### src/rtl/tw_pkg.sv
`timescale 1ns/1ps
// Shared types and codes for the three-wire register slave.
// Assumes MSB-first serial order on the bus.
package tw_pkg;

    // Decoder phase after a header has been judged
    typedef enum logic [2:0] {
        PH_IGNORE = 3'd0,
        PH_REGSEL = 3'd1,
        PH_DHI    = 3'd2,
        PH_DLO    = 3'd3,
        PH_FETCH  = 3'd4
    } phase_t;

    localparam logic [1:0] ACT_WRITE = 2'b01;
    localparam logic [1:0] ACT_FETCH = 2'b11;

endpackage

### src/rtl/tw_edge_sync.sv
`timescale 1ns/1ps
// Brings one asynchronous bus line into the clk domain and flags edges.
// Assumes the line holds each level for more than STAGES+1 clk cycles.
module tw_edge_sync #(
    parameter int   STAGES  = 2,
    parameter logic RST_VAL = 1'b0
) (
    input  logic clk,
    input  logic rst_n,
    input  logic async_in,
    output logic level,
    output logic rise,
    output logic fall
);

    logic [STAGES-1:0] chain;
    logic              prev;

    // Shift chain and previous-level register for edge detection
    always_ff @(posedge clk) begin
        if (!rst_n) begin
            chain <= {STAGES{RST_VAL}};
            prev  <= RST_VAL;
        end else begin
            chain <= {chain[STAGES-2:0], async_in};
            prev  <= chain[STAGES-1];
        end
    end

    assign level = chain[STAGES-1];
    assign rise  = level & ~prev;
    assign fall  = ~level & prev;

endmodule

### src/rtl/tw_framer.sv
`timescale 1ns/1ps
// Collects serial bits into bytes on rising bus-clock edges.
// In the header phase it keeps a saturating bit count so that a header of
// the wrong length can be rejected. In the data phase it emits one strobe
// per completed byte. Any mode edge restarts the count.
module tw_framer #(
    parameter int BYTE_W = 8
) (
    input  logic              clk,
    input  logic              rst_n,
    input  logic              mode_lvl,
    input  logic              mode_rise,
    input  logic              mode_fall,
    input  logic              sclk_rise,
    input  logic              sdata,
    output logic [BYTE_W-1:0] hdr_byte,
    output logic              hdr_complete,
    output logic [BYTE_W-1:0] data_byte,
    output logic              data_strobe
);

    localparam int CW = $clog2(BYTE_W) + 2;

    logic [BYTE_W-1:0] shreg;
    logic [CW-1:0]     cnt;

    // Bit shifter, bit counter and byte strobe
    always_ff @(posedge clk) begin
        if (!rst_n) begin
            shreg       <= '0;
            cnt         <= '0;
            data_byte   <= '0;
            data_strobe <= 1'b0;
        end else begin
            data_strobe <= 1'b0;
            if (mode_rise || mode_fall) begin
                cnt <= '0;
            end else if (sclk_rise) begin
                shreg <= {shreg[BYTE_W-2:0], sdata};
                if (mode_lvl) begin
                    if (cnt == CW'(BYTE_W - 1)) begin
                        cnt         <= '0;
                        data_strobe <= 1'b1;
                        data_byte   <= {shreg[BYTE_W-2:0], sdata};
                    end else begin
                        cnt <= cnt + 1'b1;
                    end
                end else if (cnt != '1) begin
                    cnt <= cnt + 1'b1;
                end
            end
        end
    end

    assign hdr_byte     = shreg;
    assign hdr_complete = (cnt == CW'(BYTE_W));

endmodule

### src/rtl/tw_ctrl.sv
`timescale 1ns/1ps
// Protocol decoder. It judges the header when the data phase opens, then
// walks register-select and data bytes. It emits a write pulse, keeps the
// read pointer and starts a fetch. Assumes DW is two bytes wide and that
// the register byte holds a read flag above an AW-bit address.
module tw_ctrl
    import tw_pkg::*;
#(
    parameter int          BYTE_W   = 8,
    parameter int          AW       = 7,
    parameter int          DW       = 16,
    parameter logic [5:0]  DEV_ADDR = 6'b011000
) (
    input  logic              clk,
    input  logic              rst_n,
    input  logic              mode_rise,
    input  logic              mode_fall,
    input  logic [BYTE_W-1:0] hdr_byte,
    input  logic              hdr_complete,
    input  logic [BYTE_W-1:0] data_byte,
    input  logic              data_strobe,
    output logic              wr_en,
    output logic [AW-1:0]     wr_addr,
    output logic [DW-1:0]     wr_data,
    output logic [AW-1:0]     rd_ptr,
    output logic              fetch_start
);

    phase_t            phase;
    logic [BYTE_W-1:0] hi_byte;
    logic [1:0]        hdr_act;
    logic [5:0]        hdr_dev;
    logic              hdr_hit;

    // Split header into action and device fields
    always_comb begin
        hdr_act = hdr_byte[BYTE_W-1 -: 2];
        hdr_dev = hdr_byte[5:0];
        hdr_hit = hdr_complete && (hdr_dev == DEV_ADDR);
    end

    // Phase sequencing and register-operation capture
    always_ff @(posedge clk) begin
        if (!rst_n) begin
            phase       <= PH_IGNORE;
            hi_byte     <= '0;
            wr_en       <= 1'b0;
            wr_addr     <= '0;
            wr_data     <= '0;
            rd_ptr      <= '0;
            fetch_start <= 1'b0;
        end else begin
            wr_en       <= 1'b0;
            fetch_start <= 1'b0;
            if (mode_fall) begin
                phase <= PH_IGNORE;
            end else if (mode_rise) begin
                if (hdr_hit && hdr_act == ACT_WRITE) begin
                    phase <= PH_REGSEL;
                end else if (hdr_hit && hdr_act == ACT_FETCH) begin
                    phase       <= PH_FETCH;
                    fetch_start <= 1'b1;
                end else begin
                    phase <= PH_IGNORE;
                end
            end else if (data_strobe) begin
                case (phase)
                    PH_REGSEL: begin
                        if (data_byte[BYTE_W-1]) begin
                            rd_ptr <= data_byte[AW-1:0];
                            phase  <= PH_IGNORE;
                        end else begin
                            wr_addr <= data_byte[AW-1:0];
                            phase   <= PH_DHI;
                        end
                    end
                    PH_DHI: begin
                        hi_byte <= data_byte;
                        phase   <= PH_DLO;
                    end
                    PH_DLO: begin
                        wr_data <= {hi_byte, data_byte};
                        wr_en   <= 1'b1;
                        phase   <= PH_IGNORE;
                    end
                    default: ;
                endcase
            end
        end
    end

endmodule

### src/rtl/tw_regbank.sv
`timescale 1ns/1ps
// Register bank with a compile-time existence map. Only the entries marked
// in VALID_MAP get storage; the others read as zero and drop writes.
// Assumes a single write port and one combinational read port.
module tw_regbank #(
    parameter int                 AW        = 7,
    parameter int                 DW        = 16,
    parameter logic [(1<<AW)-1:0] VALID_MAP = '1
) (
    input  logic          clk,
    input  logic          rst_n,
    input  logic          wr_en,
    input  logic [AW-1:0] wr_addr,
    input  logic [DW-1:0] wr_data,
    input  logic [AW-1:0] rd_addr,
    output logic [DW-1:0] rd_data,
    output logic          rd_valid
);

    localparam int DEPTH = 1 << AW;

    logic [DEPTH-1:0][DW-1:0] cells;

    for (genvar i = 0; i < DEPTH; i++) begin : g_entry
        if (VALID_MAP[i]) begin : g_live
            logic [DW-1:0] word_q;
            // Storage for an existing register
            always_ff @(posedge clk) begin
                if (!rst_n) begin
                    word_q <= '0;
                end else if (wr_en && wr_addr == AW'(i)) begin
                    word_q <= wr_data;
                end
            end
            assign cells[i] = word_q;
        end else begin : g_dead
            assign cells[i] = '0;
        end
    end

    // Read port: contents and existence of the addressed entry
    always_comb begin
        rd_data  = cells[rd_addr];
        rd_valid = VALID_MAP[rd_addr];
    end

endmodule

### src/rtl/tw_tx.sv
`timescale 1ns/1ps
// Return shifter. It loads a frame at fetch start and presents the MSB.
// It advances on the falling edge that follows each rising edge, and holds
// the output-enable while bits remain. Assumes rising and falling events
// never coincide.
module tw_tx #(
    parameter int FRAME_W = 24
) (
    input  logic               clk,
    input  logic               rst_n,
    input  logic               load,
    input  logic [FRAME_W-1:0] load_word,
    input  logic               abort,
    input  logic               sclk_rise,
    input  logic               sclk_fall,
    output logic               sdo,
    output logic               oe
);

    localparam int CW = $clog2(FRAME_W + 1);

    logic [FRAME_W-1:0] shreg;
    logic [CW-1:0]      remain;
    logic               armed;

    // Frame load, bit advance and end-of-frame handling
    always_ff @(posedge clk) begin
        if (!rst_n) begin
            shreg  <= '0;
            remain <= '0;
            armed  <= 1'b0;
        end else if (abort) begin
            remain <= '0;
            armed  <= 1'b0;
        end else if (load) begin
            shreg  <= load_word;
            remain <= CW'(FRAME_W);
            armed  <= 1'b0;
        end else if (sclk_rise && remain != '0) begin
            armed <= 1'b1;
        end else if (sclk_fall && armed) begin
            shreg  <= {shreg[FRAME_W-2:0], 1'b0};
            remain <= remain - 1'b1;
            armed  <= 1'b0;
        end
    end

    assign oe  = (remain != '0);
    assign sdo = oe & shreg[FRAME_W-1];

endmodule

### src/rtl/tw_reg_slave.sv
`timescale 1ns/1ps
// Top of the three-wire register slave. It synchronizes the three bus
// lines, frames bytes, decodes the protocol, holds the register bank and
// drives fetch replies. Assumes clk is well above the bus clock rate.
module tw_reg_slave #(
    parameter int                 SYNC_STAGES = 2,
    parameter int                 BYTE_W      = 8,
    parameter int                 AW          = 7,
    parameter int                 DW          = 16,
    parameter logic [5:0]         DEV_ADDR    = 6'b011000,
    parameter logic [(1<<AW)-1:0] VALID_MAP   =
        {{((1 << AW) / 2){1'b0}}, {((1 << AW) / 2){1'b1}}}
) (
    input  logic clk,
    input  logic rst_n,
    input  logic bus_mode,
    input  logic bus_clk,
    input  logic bus_din,
    output logic bus_dout,
    output logic bus_doe
);

    localparam int         FRAME_W  = 3 * BYTE_W;
    localparam int         NLINES   = 3;
    localparam logic [2:0] SYNC_RST = 3'b011;

    logic [NLINES-1:0] raw_in;
    logic [NLINES-1:0] lvl, rse, fal;

    logic              mode_lvl, mode_rise, mode_fall;
    logic              sclk_rise, sclk_fall, sdata;
    logic [BYTE_W-1:0] hdr_byte, data_byte;
    logic              hdr_complete, data_strobe;
    logic              wr_en, fetch_start;
    logic [AW-1:0]     wr_addr, rd_ptr;
    logic [DW-1:0]     wr_data, rd_data;
    logic              rd_valid;
    logic              unused_sync;

    assign raw_in = {bus_din, bus_clk, bus_mode};

    for (genvar k = 0; k < NLINES; k++) begin : g_sync
        tw_edge_sync #(
            .STAGES (SYNC_STAGES),
            .RST_VAL(SYNC_RST[k])
        ) u_sync (
            .clk     (clk),
            .rst_n   (rst_n),
            .async_in(raw_in[k]),
            .level   (lvl[k]),
            .rise    (rse[k]),
            .fall    (fal[k])
        );
    end

    assign mode_lvl    = lvl[0];
    assign mode_rise   = rse[0];
    assign mode_fall   = fal[0];
    assign sclk_rise   = rse[1];
    assign sclk_fall   = fal[1];
    assign sdata       = lvl[2];
    assign unused_sync = ^{lvl[1], rse[2], fal[2]};

    tw_framer #(.BYTE_W(BYTE_W)) u_framer (
        .clk         (clk),
        .rst_n       (rst_n),
        .mode_lvl    (mode_lvl),
        .mode_rise   (mode_rise),
        .mode_fall   (mode_fall),
        .sclk_rise   (sclk_rise),
        .sdata       (sdata),
        .hdr_byte    (hdr_byte),
        .hdr_complete(hdr_complete),
        .data_byte   (data_byte),
        .data_strobe (data_strobe)
    );

    tw_ctrl #(
        .BYTE_W  (BYTE_W),
        .AW      (AW),
        .DW      (DW),
        .DEV_ADDR(DEV_ADDR)
    ) u_ctrl (
        .clk         (clk),
        .rst_n       (rst_n),
        .mode_rise   (mode_rise),
        .mode_fall   (mode_fall),
        .hdr_byte    (hdr_byte),
        .hdr_complete(hdr_complete),
        .data_byte   (data_byte),
        .data_strobe (data_strobe),
        .wr_en       (wr_en),
        .wr_addr     (wr_addr),
        .wr_data     (wr_data),
        .rd_ptr      (rd_ptr),
        .fetch_start (fetch_start)
    );

    tw_regbank #(
        .AW       (AW),
        .DW       (DW),
        .VALID_MAP(VALID_MAP)
    ) u_bank (
        .clk     (clk),
        .rst_n   (rst_n),
        .wr_en   (wr_en),
        .wr_addr (wr_addr),
        .wr_data (wr_data),
        .rd_addr (rd_ptr),
        .rd_data (rd_data),
        .rd_valid(rd_valid)
    );

    tw_tx #(.FRAME_W(FRAME_W)) u_tx (
        .clk      (clk),
        .rst_n    (rst_n),
        .load     (fetch_start),
        .load_word({~rd_valid, rd_ptr, rd_data}),
        .abort    (mode_fall),
        .sclk_rise(sclk_rise),
        .sclk_fall(sclk_fall),
        .sdo      (bus_dout),
        .oe       (bus_doe)
    );

endmodule

### config.mk
export PLATFORM = sky130hd
export DESIGN_NAME = tw_reg_slave
export DESIGN_NICKNAME = d
export VERILOG_FILES = /design/src/rtl/tw_pkg.sv /design/src/rtl/tw_edge_sync.sv /design/src/rtl/tw_framer.sv /design/src/rtl/tw_ctrl.sv /design/src/rtl/tw_regbank.sv /design/src/rtl/tw_tx.sv /design/src/rtl/tw_reg_slave.sv
export SDC_FILE = /design/constraint.sdc
export NUM_CORES = 2
export LEC_CHECK = 0
export CAP_MARGIN = 30
export CORE_ASPECT_RATIO = 0.9
export CORE_MARGIN = 5
export CORE_UTILIZATION = 57
export CTS_CLUSTER_DIAMETER = 60
export DETAILED_ROUTE_END_ITERATION = 7
export PLACE_DENSITY = 0.75
export SLEW_MARGIN = 0
export SYNTH_ARGS = -nofsm -noshare
export SYNTH_HDL_FRONTEND = slang
export SYNTH_SLANG_ARGS = --single-unit
### constraint.sdc
create_clock -name clk -period 2.2 [get_ports clk]
set_clock_uncertainty 0.15 [all_clocks]
set_input_delay 0.22 -clock clk [delete_from_list [all_inputs] [get_ports clk]]
set_output_delay 0.22 -clock clk [all_outputs]
set_load 0.005 [all_outputs]
==> metrics.txt <==
Crit. End Element=flop; # IOs=7; initial core utilization=57.4%; ranking of synthesized cells by area=dfxtp_1, nand2_1, a21oi_1, mux4_2, mux2i_1; Achievable Freq=0.384 GHz; Vias/cell=6.35; total CTS buffers=112; Worst Setup Start Kind=flop; ANT nets after route=0; antenna violations before repair=1; Overall Global Routing Usage=36.5%; Post-Syn Nets=5672; Worst R2R Path Depth=8; FF-to-FF Start=u_ctrl.rd_ptr[2]; worst-case clock buffer depth=3; Synth cell types=70; Slew Limit Fails=0; Synth top area share=46.7%; Critical Path Start=u_ctrl.rd_ptr[2]; post-layout util=69.3%; per-cell routed wire length=24.4 microns; PD cells=713 mW/mm^2; latest clock arrival within the worst-skew pair=0.69 ns; Core Area=0.0843 sq mm; FF+latch area=0.0226 sq mm; Place WS=-0.594 ns; Rel. slew slack=53.5%; Final nets=5825; number of synthesized flops with an enable pin=0; Tightest Pin Transition=0.695 ns; synthesized area=0.0483 sq mm; Sequential Power Share=49.0%; RSZ-0062 raised after global routing=yes; FFs w/ async S/R, synth=0%; Die ar.=0.0907 sq mm; CP arrival=3.04 ns; CP Capture Point=u_tx.shreg[15]; iteration-0 DRC count of the detailed router=6624; Clock Sinks=1128; first-pass GRT wire length=257000 microns; Area growth syn-to-layout=20.9%; Final period util=118%; CTS tree=built; post-route DRC violation count=2; Filler Cell Count=6202; drt total wl=172000 microns; ys flop type=dfxtp_1; Synth Register Bits=1128; most frequent cells after synthesis=nand2_1, dfxtp_1, a21oi_1; syn avg cell area=8.54 sq um; YS warnings=0; Critical R2R Capture=u_tx.shreg[15]; largest net degree at the start of global routing=92; count leader, synth=nand2_1; combinational share of power=1.4%; Worst-path clk slew=0.07 ns; Max-cap violations=0; final number of hold-violating endpoints=0; LEAKAGE=18.9 nW; htree depth=3; Peak VDD IR=0.612 mV; share of layout cells above drive strength 1=18.7%; Die H=286 microns; vias in the first global route=42600; Post-Synthesis Cells=5660; HPWL after DPL=108000 microns; biggest area consumer among synthesized cells=dfxtp_1; worst-path fanout max=17; Sw Ratio=21.3%; Seq/Total Area, Yosys=46.7%; Tmin final=2.60 ns; failing checks=design-rule violations, negative setup slack; Psw=0.00886 W; clock share of power=49.6%; detailed-route via count=44699; Routability Congestion=1.00; required time of the critical path=2.64 ns; Site Rows=101; Overflow after GRT=0; TritonRoute pass-1 iters=8; Int Power=0.0328 W; status=finished, violations left; Critical Setup Path Class=reg -> reg; Port Buffers=6; area of the multi-input gates=0.0241 sq mm; chip width=317 microns; setup slack, reg-to-reg=-0.40 ns; Root Driver=clkbuf_16; Setup WS post-layout=-0.404 ns; HP Class=in -> reg; final setup violation count=18
-- layout by cell type (no fill, tap or decap), types with 18 or more instances in the layout --
cell / count
nand3_1: 93
clkbuf_16: 117
nor2_1: 226
mux4_2: 219
clkinv_2: 18
nand2_1: 1935
a21oi_1: 971
a22oi_1: 44
buf_4: 351
buf_12: 135
dfxtp_1: 1102
mux2i_1: 228
clkbuf_8: 22
dfxtp_2: 23
-- power by group through the flow --
stage,Combinational (W),Clock [W],Sequential [W]
floorplan,0.000298,0,0.0209
global placement,0.000573,0,0.0209
detailed placement,0.000575,0,0.0209
CTS,0.000581,0.0207,0.0204
global route,0.000627,0.0215,0.0204
finish,0.000598,0.0207,0.0204
-- routing by layer --
layer	global-route usage, %	vias up	share of wire [%]
li1	-	19488	-
met5	0.866	-	0.063
met1	49.8	21512	38
met3	10.1	600	13
met2	54.0	3097	44
met4	17.3	2	5.2
-- cell families (layout without fill, tap and decap cells) --
group                      after synthesis  after routing  share of synthesized area, %
other                                    0              2                             0
and+or+nand+nor                       2377           2377                          19.4
DFF                                   1128           1128                          46.7
AOI/OAI and AO/OA                     1151           1151                          12.8
xor gates and xnor gates                 6              6                         0.109
muxes                                  481            481                          16.1
adders and majority gates                7              7                         0.181
buffers and inverters                  510            754                          4.72
-- state kept, by name, summed over array words and instances, names as in the netlist, 6 cells and up --
register	cells
u_tx.shreg	24
u_bank.g_entry.g_live.word_q	1024
u_ctrl.hi_byte	8
g_sync.u_sync.chain	6
u_framer.data_byte	8
u_framer.hdr_byte	8
u_ctrl.wr_addr	7
u_ctrl.rd_ptr	7
u_ctrl.wr_data	16
-- critical path, cell delays in order (launching register included) --
cell      delay, ns
dfxtp_4        0.36
buf_12         0.14
buf_12         0.16
buf_12         0.19
buf_6          0.19
mux4_2         0.34
o211ai_1       0.24
o211ai_1       0.29
a221o_1        0.40
-- final cells by class --
type / instances / share of cell area [%]
well taps: 1133 / 2.43
clock inverters: 51 / 1.24
inverters: 16 / 0.116
diodes: 2 / 0.00857
flip-flops and latches: 1128 / 38.7
clock buffers: 154 / 5.55
multi-input cells: 4022 / 41.3
repair buffers: 533 / 10.6
-- how the worst min path moves through the flow --
| stage | from | endpoint | slack [ns] | cells after the start |
|---|---|---|---|---|
| floorplan | bus_mode | g_sync[0].u_sync.chain[0] | 0.17 | 1 |
| global placement | g_sync[1].u_sync.chain[0] | g_sync[1].u_sync.chain[1] | 0.24 | 1 |
| detailed placement | g_sync[0].u_sync.chain[0] | g_sync[0].u_sync.chain[1] | 0.26 | 1 |
| CTS | rst_n | g_sync[1].u_sync.chain[0] | 0.21 | 3 |
| global route | rst_n | g_sync[0].u_sync.chain[1] | 0.24 | 3 |
| finish | rst_n | g_sync[1].u_sync.chain[0] | 0.25 | 3 |
-- stage by stage --
step | instance area (sq um) | total power [W] | setup TNS [ns] | hold WS (ns) | instances
CTS | 58100 | 0.0417 | -5.06 | 0.211 | 7018
floorplan | 48500 | 0.0212 | -0.815 | 0.171 | 5660
finish | 58400 | 0.0417 | -5.49 | 0.253 | 7039
detailed placement | 52700 | 0.0215 | -7.40 | 0.260 | 6762
global route | 58400 | 0.0426 | -6.03 | 0.237 | 7037
global placement | 52700 | 0.0215 | -6.94 | 0.244 | 6762
-- timing repair --
action / CTS / global route
buffers inserted: 38 / 19
hold buffers: 3 / 0
resized for setup: 160 / 53
gates cloned: 12 / 2
pin swaps: 23 / 28
endpoints found under the hold margin: 3 / 0
setup endpoints to repair: 18 / 362
Note: power is estimated with default switching activity, not from simulation.
